===== src/rtl/irq_seq_pkg.sv =====
package irq_seq_pkg;
   localparam int SLOT_W     = 5;
   localparam int NUM_SLOTS  = 1 << SLOT_W;
   localparam int RESET_SLOT = NUM_SLOTS - 1;
   localparam int NMI_SLOT   = NUM_SLOTS - 2;

   typedef enum logic [2:0] {
      ST_IDLE,
      ST_PUSH_PC,
      ST_PUSH_SR,
      ST_VECTOR,
      ST_POP_SR,
      ST_POP_PC
   } seq_state_e;
endpackage


===== src/rtl/irq_pick.sv =====
module irq_pick
   import irq_seq_pkg::*;
#(
   parameter int NUM_SRC  = 8,
   parameter int SLOT_OFS = 16
) (
   input  logic [NUM_SRC-1:0] req_vec,
   input  logic               gie,
   input  logic               nmi,
   input  logic               rst,
   output logic               take,
   output logic [SLOT_W-1:0]  slot
);
   generate
      if (NUM_SRC < 1 || SLOT_OFS < 0 || SLOT_OFS + NUM_SRC > NMI_SLOT) begin : g_bad_map
         $error("maskable slots must lie below the non-maskable slot");
      end
   endgenerate

   // scan upward so the highest eligible line overwrites lower ones
   always_comb begin
      take = 1'b0;
      slot = '0;
      for (int i = 0; i < NUM_SRC; i++) begin
         if (req_vec[i] && gie) begin
            take = 1'b1;
            slot = SLOT_W'(SLOT_OFS + i);
         end
      end
      if (nmi) begin
         take = 1'b1;
         slot = SLOT_W'(NMI_SLOT);
      end
      if (rst) begin
         take = 1'b1;
         slot = SLOT_W'(RESET_SLOT);
      end
   end
endmodule


===== src/rtl/irq_vec_addr.sv =====
module irq_vec_addr
   import irq_seq_pkg::*;
#(
   parameter int          W        = 16,
   parameter logic [15:0] VEC_BASE = 16'hFFC0
) (
   input  logic [SLOT_W-1:0] slot,
   output logic [W-1:0]      addr
);
   localparam int SPAN = 2 * NUM_SLOTS;

   generate
      if (W < 8) begin : g_bad_width
         $error("data width too small for the vector table");
      end
      if ((int'(VEC_BASE) % SPAN) != 0) begin : g_bad_base
         $error("vector base must be aligned to the table span");
      end
   endgenerate

   assign addr = W'(VEC_BASE) + W'({slot, 1'b0});
endmodule


===== src/rtl/irq_entry_seq.sv =====
module irq_entry_seq
   import irq_seq_pkg::*;
#(
   parameter int          W           = 16,
   parameter int          NUM_SRC     = 8,
   parameter int          SLOT_OFS    = 16,
   parameter logic [15:0] VEC_BASE    = 16'hFFC0,
   parameter int          GIE_BIT     = 3,
   parameter logic [15:0] LOWPWR_MASK = 16'h00F0
) (
   input  logic               clk,
   input  logic               rst_n,
   input  logic [NUM_SRC-1:0] irq_req,
   input  logic               nmi_req,
   input  logic               rst_req,
   input  logic               insn_done,
   input  logic               reti_req,
   input  logic [W-1:0]       sr_in,
   input  logic [W-1:0]       pc_in,
   input  logic [W-1:0]       sp_in,
   output logic               busy,
   output logic               mem_req,
   output logic               mem_we,
   output logic [W-1:0]       mem_addr,
   output logic [W-1:0]       mem_wdata,
   input  logic [W-1:0]       mem_rdata,
   output logic               pc_load,
   output logic [W-1:0]       pc_value,
   output logic               sr_load,
   output logic [W-1:0]       sr_value,
   output logic               sp_load,
   output logic [W-1:0]       sp_value,
   output logic               ack_valid,
   output logic [SLOT_W-1:0]  ack_slot
);
   localparam logic [W-1:0] CLR_MASK = W'(LOWPWR_MASK) | (W'(1) << GIE_BIT);
   localparam logic [W-1:0] WORD     = W'(2);

   generate
      if (GIE_BIT < 0 || GIE_BIT >= W) begin : g_bad_gie
         $error("enable bit outside the status word");
      end
   endgenerate

   seq_state_e          state_q, state_d;
   logic [W-1:0]        pc_q, sr_q, sp_q;
   logic [SLOT_W-1:0]   slot_q;
   logic                win_take;
   logic [SLOT_W-1:0]   win_slot;
   logic [W-1:0]        vec_addr;
   logic                rst_win, start_entry;

   irq_pick #(.NUM_SRC(NUM_SRC), .SLOT_OFS(SLOT_OFS)) u_pick (
      .req_vec (irq_req),
      .gie     (sr_in[GIE_BIT]),
      .nmi     (nmi_req),
      .rst     (rst_req),
      .take    (win_take),
      .slot    (win_slot)
   );

   irq_vec_addr #(.W(W), .VEC_BASE(VEC_BASE)) u_vaddr (
      .slot (slot_q),
      .addr (vec_addr)
   );

   assign rst_win     = win_take && (win_slot == SLOT_W'(RESET_SLOT));
   assign start_entry = win_take && (insn_done || rst_win);

   always_comb begin
      state_d = state_q;
      unique case (state_q)
         ST_IDLE: begin
            if (reti_req)         state_d = ST_POP_SR;
            else if (start_entry) state_d = rst_win ? ST_VECTOR : ST_PUSH_PC;
         end
         ST_PUSH_PC: state_d = ST_PUSH_SR;
         ST_PUSH_SR: state_d = ST_VECTOR;
         ST_VECTOR:  state_d = ST_IDLE;
         ST_POP_SR:  state_d = ST_POP_PC;
         ST_POP_PC:  state_d = ST_IDLE;
         default:    state_d = ST_IDLE;
      endcase
   end

   always_ff @(posedge clk or negedge rst_n) begin
      if (!rst_n) begin
         state_q <= ST_IDLE;
         pc_q    <= '0;
         sr_q    <= '0;
         sp_q    <= '0;
         slot_q  <= '0;
      end else begin
         state_q <= state_d;
         if (state_q == ST_IDLE && (reti_req || start_entry)) begin
            pc_q <= pc_in;
            sr_q <= sr_in;
            sp_q <= sp_in;
            if (!reti_req) slot_q <= win_slot;
         end
      end
   end

   always_comb begin
      busy      = (state_q != ST_IDLE);
      mem_req   = 1'b0;
      mem_we    = 1'b0;
      mem_addr  = '0;
      mem_wdata = '0;
      pc_load   = 1'b0;
      pc_value  = mem_rdata;
      sr_load   = 1'b0;
      sr_value  = '0;
      sp_load   = 1'b0;
      sp_value  = '0;
      ack_valid = 1'b0;
      ack_slot  = slot_q;
      unique case (state_q)
         ST_PUSH_PC: begin
            mem_req   = 1'b1;
            mem_we    = 1'b1;
            mem_addr  = sp_q - WORD;
            mem_wdata = pc_q;
         end
         ST_PUSH_SR: begin
            mem_req   = 1'b1;
            mem_we    = 1'b1;
            mem_addr  = sp_q - 2 * WORD;
            mem_wdata = sr_q;
         end
         ST_VECTOR: begin
            mem_req   = 1'b1;
            mem_addr  = vec_addr;
            pc_load   = 1'b1;
            sr_load   = 1'b1;
            ack_valid = 1'b1;
            if (slot_q == SLOT_W'(RESET_SLOT)) begin
               sr_value = '0;
            end else begin
               sr_value = sr_q & ~CLR_MASK;
               sp_load  = 1'b1;
               sp_value = sp_q - 2 * WORD;
            end
         end
         ST_POP_SR: begin
            mem_req  = 1'b1;
            mem_addr = sp_q;
            sr_load  = 1'b1;
            sr_value = mem_rdata;
         end
         ST_POP_PC: begin
            mem_req  = 1'b1;
            mem_addr = sp_q + WORD;
            pc_load  = 1'b1;
            sp_load  = 1'b1;
            sp_value = sp_q + 2 * WORD;
         end
         default: ;
      endcase
   end

   // maskable slot acknowledged only if the captured status had the enable set
   assert_gie_gate_R4: assert property (@(posedge clk) disable iff (!rst_n)
      (ack_valid && ack_slot < SLOT_W'(NMI_SLOT)) |-> sr_q[GIE_BIT]);

   // two back-to-back writes are followed by the vector cycle
   assert_push_then_vector_R5: assert property (@(posedge clk) disable iff (!rst_n)
      (mem_we && $past(mem_we)) |=> (ack_valid && !mem_we));

   // a sequence only starts from a boundary, a return or a reset request
   assert_start_cause_R10: assert property (@(posedge clk) disable iff (!rst_n)
      $rose(busy) |-> $past(insn_done || reti_req || rst_req));

   // loading the program counter always ends the sequence
   assert_pc_load_ends_R6: assert property (@(posedge clk) disable iff (!rst_n)
      pc_load |=> !busy);

   // the acknowledge lasts exactly one cycle
   assert_ack_single_R6: assert property (@(posedge clk) disable iff (!rst_n)
      ack_valid |=> !ack_valid);

   // a reset entry never touches the stack pointer
   assert_reset_no_sp_R7: assert property (@(posedge clk) disable iff (!rst_n)
      (ack_valid && ack_slot == SLOT_W'(RESET_SLOT)) |-> !sp_load && !$past(mem_we));
endmodule


===== config.mk =====
export PLATFORM = sky130hd
export DESIGN_NAME = irq_entry_seq
export DESIGN_NICKNAME = d
export VERILOG_FILES = /design/src/rtl/irq_seq_pkg.sv /design/src/rtl/irq_pick.sv /design/src/rtl/irq_vec_addr.sv /design/src/rtl/irq_entry_seq.sv
export SDC_FILE = /design/constraint.sdc
export NUM_CORES = 1
export LEC_CHECK = 0
export BUFFER_PORTS_ARGS = -buffer_cell sky130_fd_sc_hd__buf_4
export CORE_MARGIN = 10
export CORE_UTILIZATION = 40
export DETAILED_ROUTE_END_ITERATION = 10
export PLACE_DENSITY = 0.65
export SYNTH_ARGS = -nofsm -noshare
export SYNTH_HDL_FRONTEND = slang
export SYNTH_SLANG_ARGS = --single-unit

===== constraint.sdc =====
create_clock -name clk -period 4 [get_ports clk]
set_input_delay 0 -clock clk [delete_from_list [all_inputs] [get_ports clk]]
set_output_delay 0 -clock clk [all_outputs]
set_load 0.01 [all_outputs]

Yosys cells after proc, flatten, opt, wreduce, memory -nomap -nowiden. Cells that the tools add are included.

Bitwise logic cells: 1. Equality and inequality tests: 8. Order comparisons: 0. Shift operators: 0. Add/sub/neg operators: 5. Divide/modulo/power cells: 0. Mux-type cells: 37. Reductions and logical operators: 20. Multipliers: 0.

Operators by type and width (number): $pmux 16 s2 (3); $pmux 16 s5 (1); $mux 5 (10); $mux 16 (2); $add 16x2->16 const B (1); $add 16x3->16 const B (1); $mux 1 (16); $sub 16x2->16 const B (1); $sub 16x3->16 const B (1); $pmux 3 s4 (1); $logic_and 1x1->1 (11); $eq 5x5->1 const B (2); $add 7x7->8 const A (1); $eq 3x2->1 const B (2); $eq 3x3->1 const B (2); $mux 3 (2); $reduce_or 2->1 (3); $reduce_or 5->1 (1); $eq 3x1->1 const B (1); $logic_not 3->1 (1); $ne 3x3->1 const B (1); $reduce_bool 3->1 (1); $logic_or 1x1->1 (2); $mux 2 (1); 3 further kinds (3).

Register bits after elaboration: 56. Latch bits: 0. Word-level logic and storage cells: 76. Output and inout port bits: 92. Memory bits (writable): 0. Input bits: 78. Memories: 0. Bits in read-only memories: 0.

Logic depth before layout (Yosys ltp).
Word-level depth: 18. Gate-level depth with buffers: 12. Depth with buffers taken out: 10.

By module. A second synthesis with hierarchy kept.

Cells, all modules: 533. Area total of the unflattened synthesis: 4813.4 um^2.

Modules (own cells, without submodules): irq_entry_seq (times used 1, area each 4581.9 um^2, sequential area each 1401.3 um^2, cells an instance 497); irq_vec_addr (times used 1, area each 127.6 um^2, sequential area each 0.0 um^2, cells an instance 18); irq_pick (times used 1, area each 103.8 um^2, sequential area each 0.0 um^2, cells an instance 18).

Worst setup path after synthesis. Ideal clock, no wire load.

Kind: flip-flop to output port. From: register state_q[0]. To: output port mem_addr[14]. Stages on the path, launching flop included: 13. Data arrival time: 3.247 ns. Required time: 4.000 ns. Path slack: 0.753 ns. Path through: dfrtp_1 > buf_2 > and2b_1 > nand2_1 > clkbuf_1 > ha_1 > buf_2 > a211oi_1 > nor2_1 > a311o_2 > a311oi_2 > xor2_1 > o21ai_0.

Cells in the longest elaborated chain, start to end: 2. Elaborated cells between the ends (all ways): 6. Classes of those cells: eq/ne (5); mux (1).

Ends and longest elaborated chain: start, declared (line irq_entry_seq.sv:45) `seq_state_e state_q, state_d;`; start signal, assigned (line irq_entry_seq.sv:94) `state_q <= state_d;`; $eq 3x3->1 (tied with other cells) (line irq_entry_seq.sv:118) `unique case (state_q)`; $pmux 16 s5 (*) (line irq_entry_seq.sv:118); end, declared (line irq_entry_seq.sv:24) `output logic [W-1:0] mem_addr,`.

Mark *: on every way between the ends. The rest lies on a longest branch, timed or not.

Final worst setup path.
From: register state_q[1]. To: output port mem_addr[15].

The elaborated chain is that of the path after synthesis.

==> summary.txt <==
Cells and area
  – Fill count: 994
  – Multi-input gate area: 2900 um^2
  – Layout cell share with drive strength beyond 1: 36.1%
  – Final Net Count: 795
  – Non-filler instance count after layout: 844
  – Number of diodes: 0
  – Sequential Area: 1400 um^2
  – Area grow syn2layout: 41.7%

Setup path
  – Crit-path most repeated cell: buf_4
  – Critical path arrival: 3610 ps
  – Crit end category: primary output
  – Crit path max fanout: 15
  – R2R depth: 5
  – Crit Reg-Reg Endpoint: pc_q[14]
  – Critical Path Max Stage Delay: 440 ps
  – Crit path cell chain: and2b_1 > nand2_2 > buf_4 > ha_1 > a211oi_1 > o21ai_0 > a21oi_1 > nor2b_1 > mux2_2 > o41ai_1 > buf_4
  – Worst EP required: 4000 ps
  – Reg2Reg Setup Slack: 1520 ps
  – Reg-to-Reg Start: state_q[0]
  – CP Launch Type: flop
  – WS Path Type: reg -> out
  – Slowest cell on crit path: a21oi_1

Timing
  – TNS Setup: 0 ps
  – Final Hold Viols: 0
  – Least-Margin Pin Slew: 762 ps
  – Unrepaired setup endpoints after global routing: no
  – Slew headroom: 49.2%
  – Maximum clock frequency: 0.277 GHz
  – Fin crit period: 3610 ps
  – Tcrit/Tclk final: 90.2%
  – Final Setup Violations: 0
  – Max-slew violations: 0
  – Clock skew: 3.51 ps

Synth
  – Cell count after synthesis: 512
  – #FFs+latches synth: 56
  – Dominant cell type by area after synthesis: dfrtp_1
  – Syn Std Cell Area: 4630 um^2
  – Top FF cell, synth: dfrtp_1
  – Yosys top cell area share: 30.2%
  – Top post-synthesis cells by count: 56 x dfrtp_1, 41 x nor2_1, 37 x o21ai_0
  – Async SR Flop Fraction: 100%
  – Post-synth EDFFs: 0
  – Count leader, synth: dfrtp_1
  – Synth Area per Inst: 9.05 um^2
  – Synth area leaders: dfrtp_1 30%, mux2_2 7.0%, mux2_4 6.5%
  – Sequential area share after synthesis: 30.2%
  – Syn Nets: 607
  – Yosys warns: 0
  – Distinct cells, synth: 61

Placed design
  – Detail Placement HPWL: 12,500 um
  – Port bufs: 169
  – Routability cong.: 0.920
  – Cells after DPL: 785

Detailed routing
  – Vias: 4,813
  – Routed len/inst: 20.2 um
  – Total wire length: 17,100 um
  – Residual DRC: 0
  – Initial detailed-routing violation count: 492
  – Vias per cell: 5.70
  – DRT antenna net count: 0
  – Pre-antenna DRT Iters: 5

Floorplanning
  – Die Y: 128 um
  – Core ar.: 11,400 um^2
  – Chip width: 128 um
  – I/O pin cnt: 170
  – Die ar.: 16,300 um^2
  – Initial Util: 40.8%
  – Row cnt: 39

Global route
  – Antenna violations before repair: 0
  – Met2 Use GR: 34.5%
  – GRT Resource Usage Total: 20.7%
  – Met1 Resource Use GR: 24.2%
  – GRT met3 Usage: 8.02%
  – Largest net degree at the start of global routing: 57
  – First-pass GRT wire length: 27,500 um
  – Number of global-route vias before repair: 5,074
  – Grt peak-use layer: met2
  – GRT overflow: 0

Clocking
  – CTS Sinks: 56
  – CTS H-tree depth: 2
  – Clock root buffer: clkbuf_16
  – TritonCTS clock tree: done
  – Clk_lat worst skew: 310 ps
  – CTS Buffer Depth: 2
  – Worst-path clk slew: 80 ps
  – Total CTS buffers: 5

Power and ir drop
  – Pleak: 3.00 nW
  – PwrDens: 888 nW/um^2
  – VDD IR max: 0.474 mV

Hold path
  – Worst Hold Launch: nmi_req
  – Hold Crit Class: in -> reg
  – Hold Path End: ack_slot[3]
  – Hold path depth: 3

Job
  – Max Cap Viol: 0

Outcome
  – Status: finished clean
## per-layer routing
metal / vias to the layer above / share of wire, %
met3: 24 / 9.9
li1: 2249 / -
met2: 226 / 48
met1: 2314 / 40
met4: 0 / 1.7
met5: - / 0
## worst max path at each step
stage               startpoint           end  slack, ps  depth (start not counted)
floorplan           state_q[0]  mem_addr[14]        750                         12
global placement    state_q[1]  mem_addr[14]        700                         11
detailed placement  state_q[1]  mem_addr[15]        590                         11
CTS                 state_q[1]  mem_addr[15]        240                         11
global route        state_q[1]  mem_addr[15]        190                         11
finish              state_q[1]  mem_addr[15]        390                         11
## cell type report
cell class | count | area share [%]
multi-input cells | 393 | 44.2
clock buffers | 5 | 1.91
well taps | 143 | 2.73
clock inverters | 3 | 0.438
flip-flops and latches | 56 | 21.3
repair buffers | 232 | 28.7
inverters | 12 | 0.686
## what timing repair did
action / in CTS / in global routing
buffers inserted: 0 / 0
endpoints found under the hold margin: 107 / 0
gates resized for setup: 0 / 1
hold buffers: 51 / 0
endpoints found under the setup margin: 0 / 1
## power breakdown
part           total, mW  switching, mW  internal (mW)
registers           1.30          0.449          0.855
logic               4.04           2.06           1.99
clock network      0.483          0.241          0.242
total               5.83           2.75           3.08
## sequential cells by signal, summed over array words and instances, names as in the netlist
name      count
pc_q         16
sp_q         16
sr_q         16
state_q       3
ack_slot      5
## metrics by stage
step                util (%)  setup slack (ps)  cell area [um^2]  hold WS [ps]  total power, mW
floorplan                  -               753              4630          -296             3.77
global placement        51.9               702              5900           109             5.24
detailed placement      51.9               591              5900           118             5.29
CTS                     57.7               243              6560          7.84             5.83
global route            57.7               193              6560          62.2             6.28
finish                  57.7               393              6560          13.8             5.83
## placed cells by master, fill, tap and decap left out, types with 11 or more instances in the layout
cell type | synthesis | routed
a21oi_1 | 36 | 36
a221oi_1 | 11 | 11
a22o_1 | 27 | 27
buf_4 | 17 | 180
dfrtp_1 | 56 | 56
dlygate4sd3_1 | 0 | 51
ha_1 | 16 | 16
inv_1 | 12 | 12
mux2_2 | 29 | 29
mux2_4 | 20 | 20
nand2_1 | 34 | 33
nor2_1 | 41 | 40
o21ai_0 | 37 | 37
## kinds of logic (layout without fill, tap and decap cells)
family,count (synthesis),count (layout),synth area share [%]
AOI/OAI and AO/OA,162,162,23.8
xor gates and xnor gates,15,15,2.84
adders and majority gates,17,17,4.75
buffers and inverters,63,252,7.32
DFF,56,56,30.2
muxes,51,51,14.0
and+or+nand+nor,148,148,17.1
## worst max-delay path: cells and delay by family (launching register included)
family	cells	cell delay [ps]
buffers and inverters	2	480
adders and majority gates	1	360
DFF	1	380
muxes	1	290
and+or+nand+nor	3	710
AOI/OAI and AO/OA	4	1070
No activity file was read; power rests on OpenSTA's default activity.
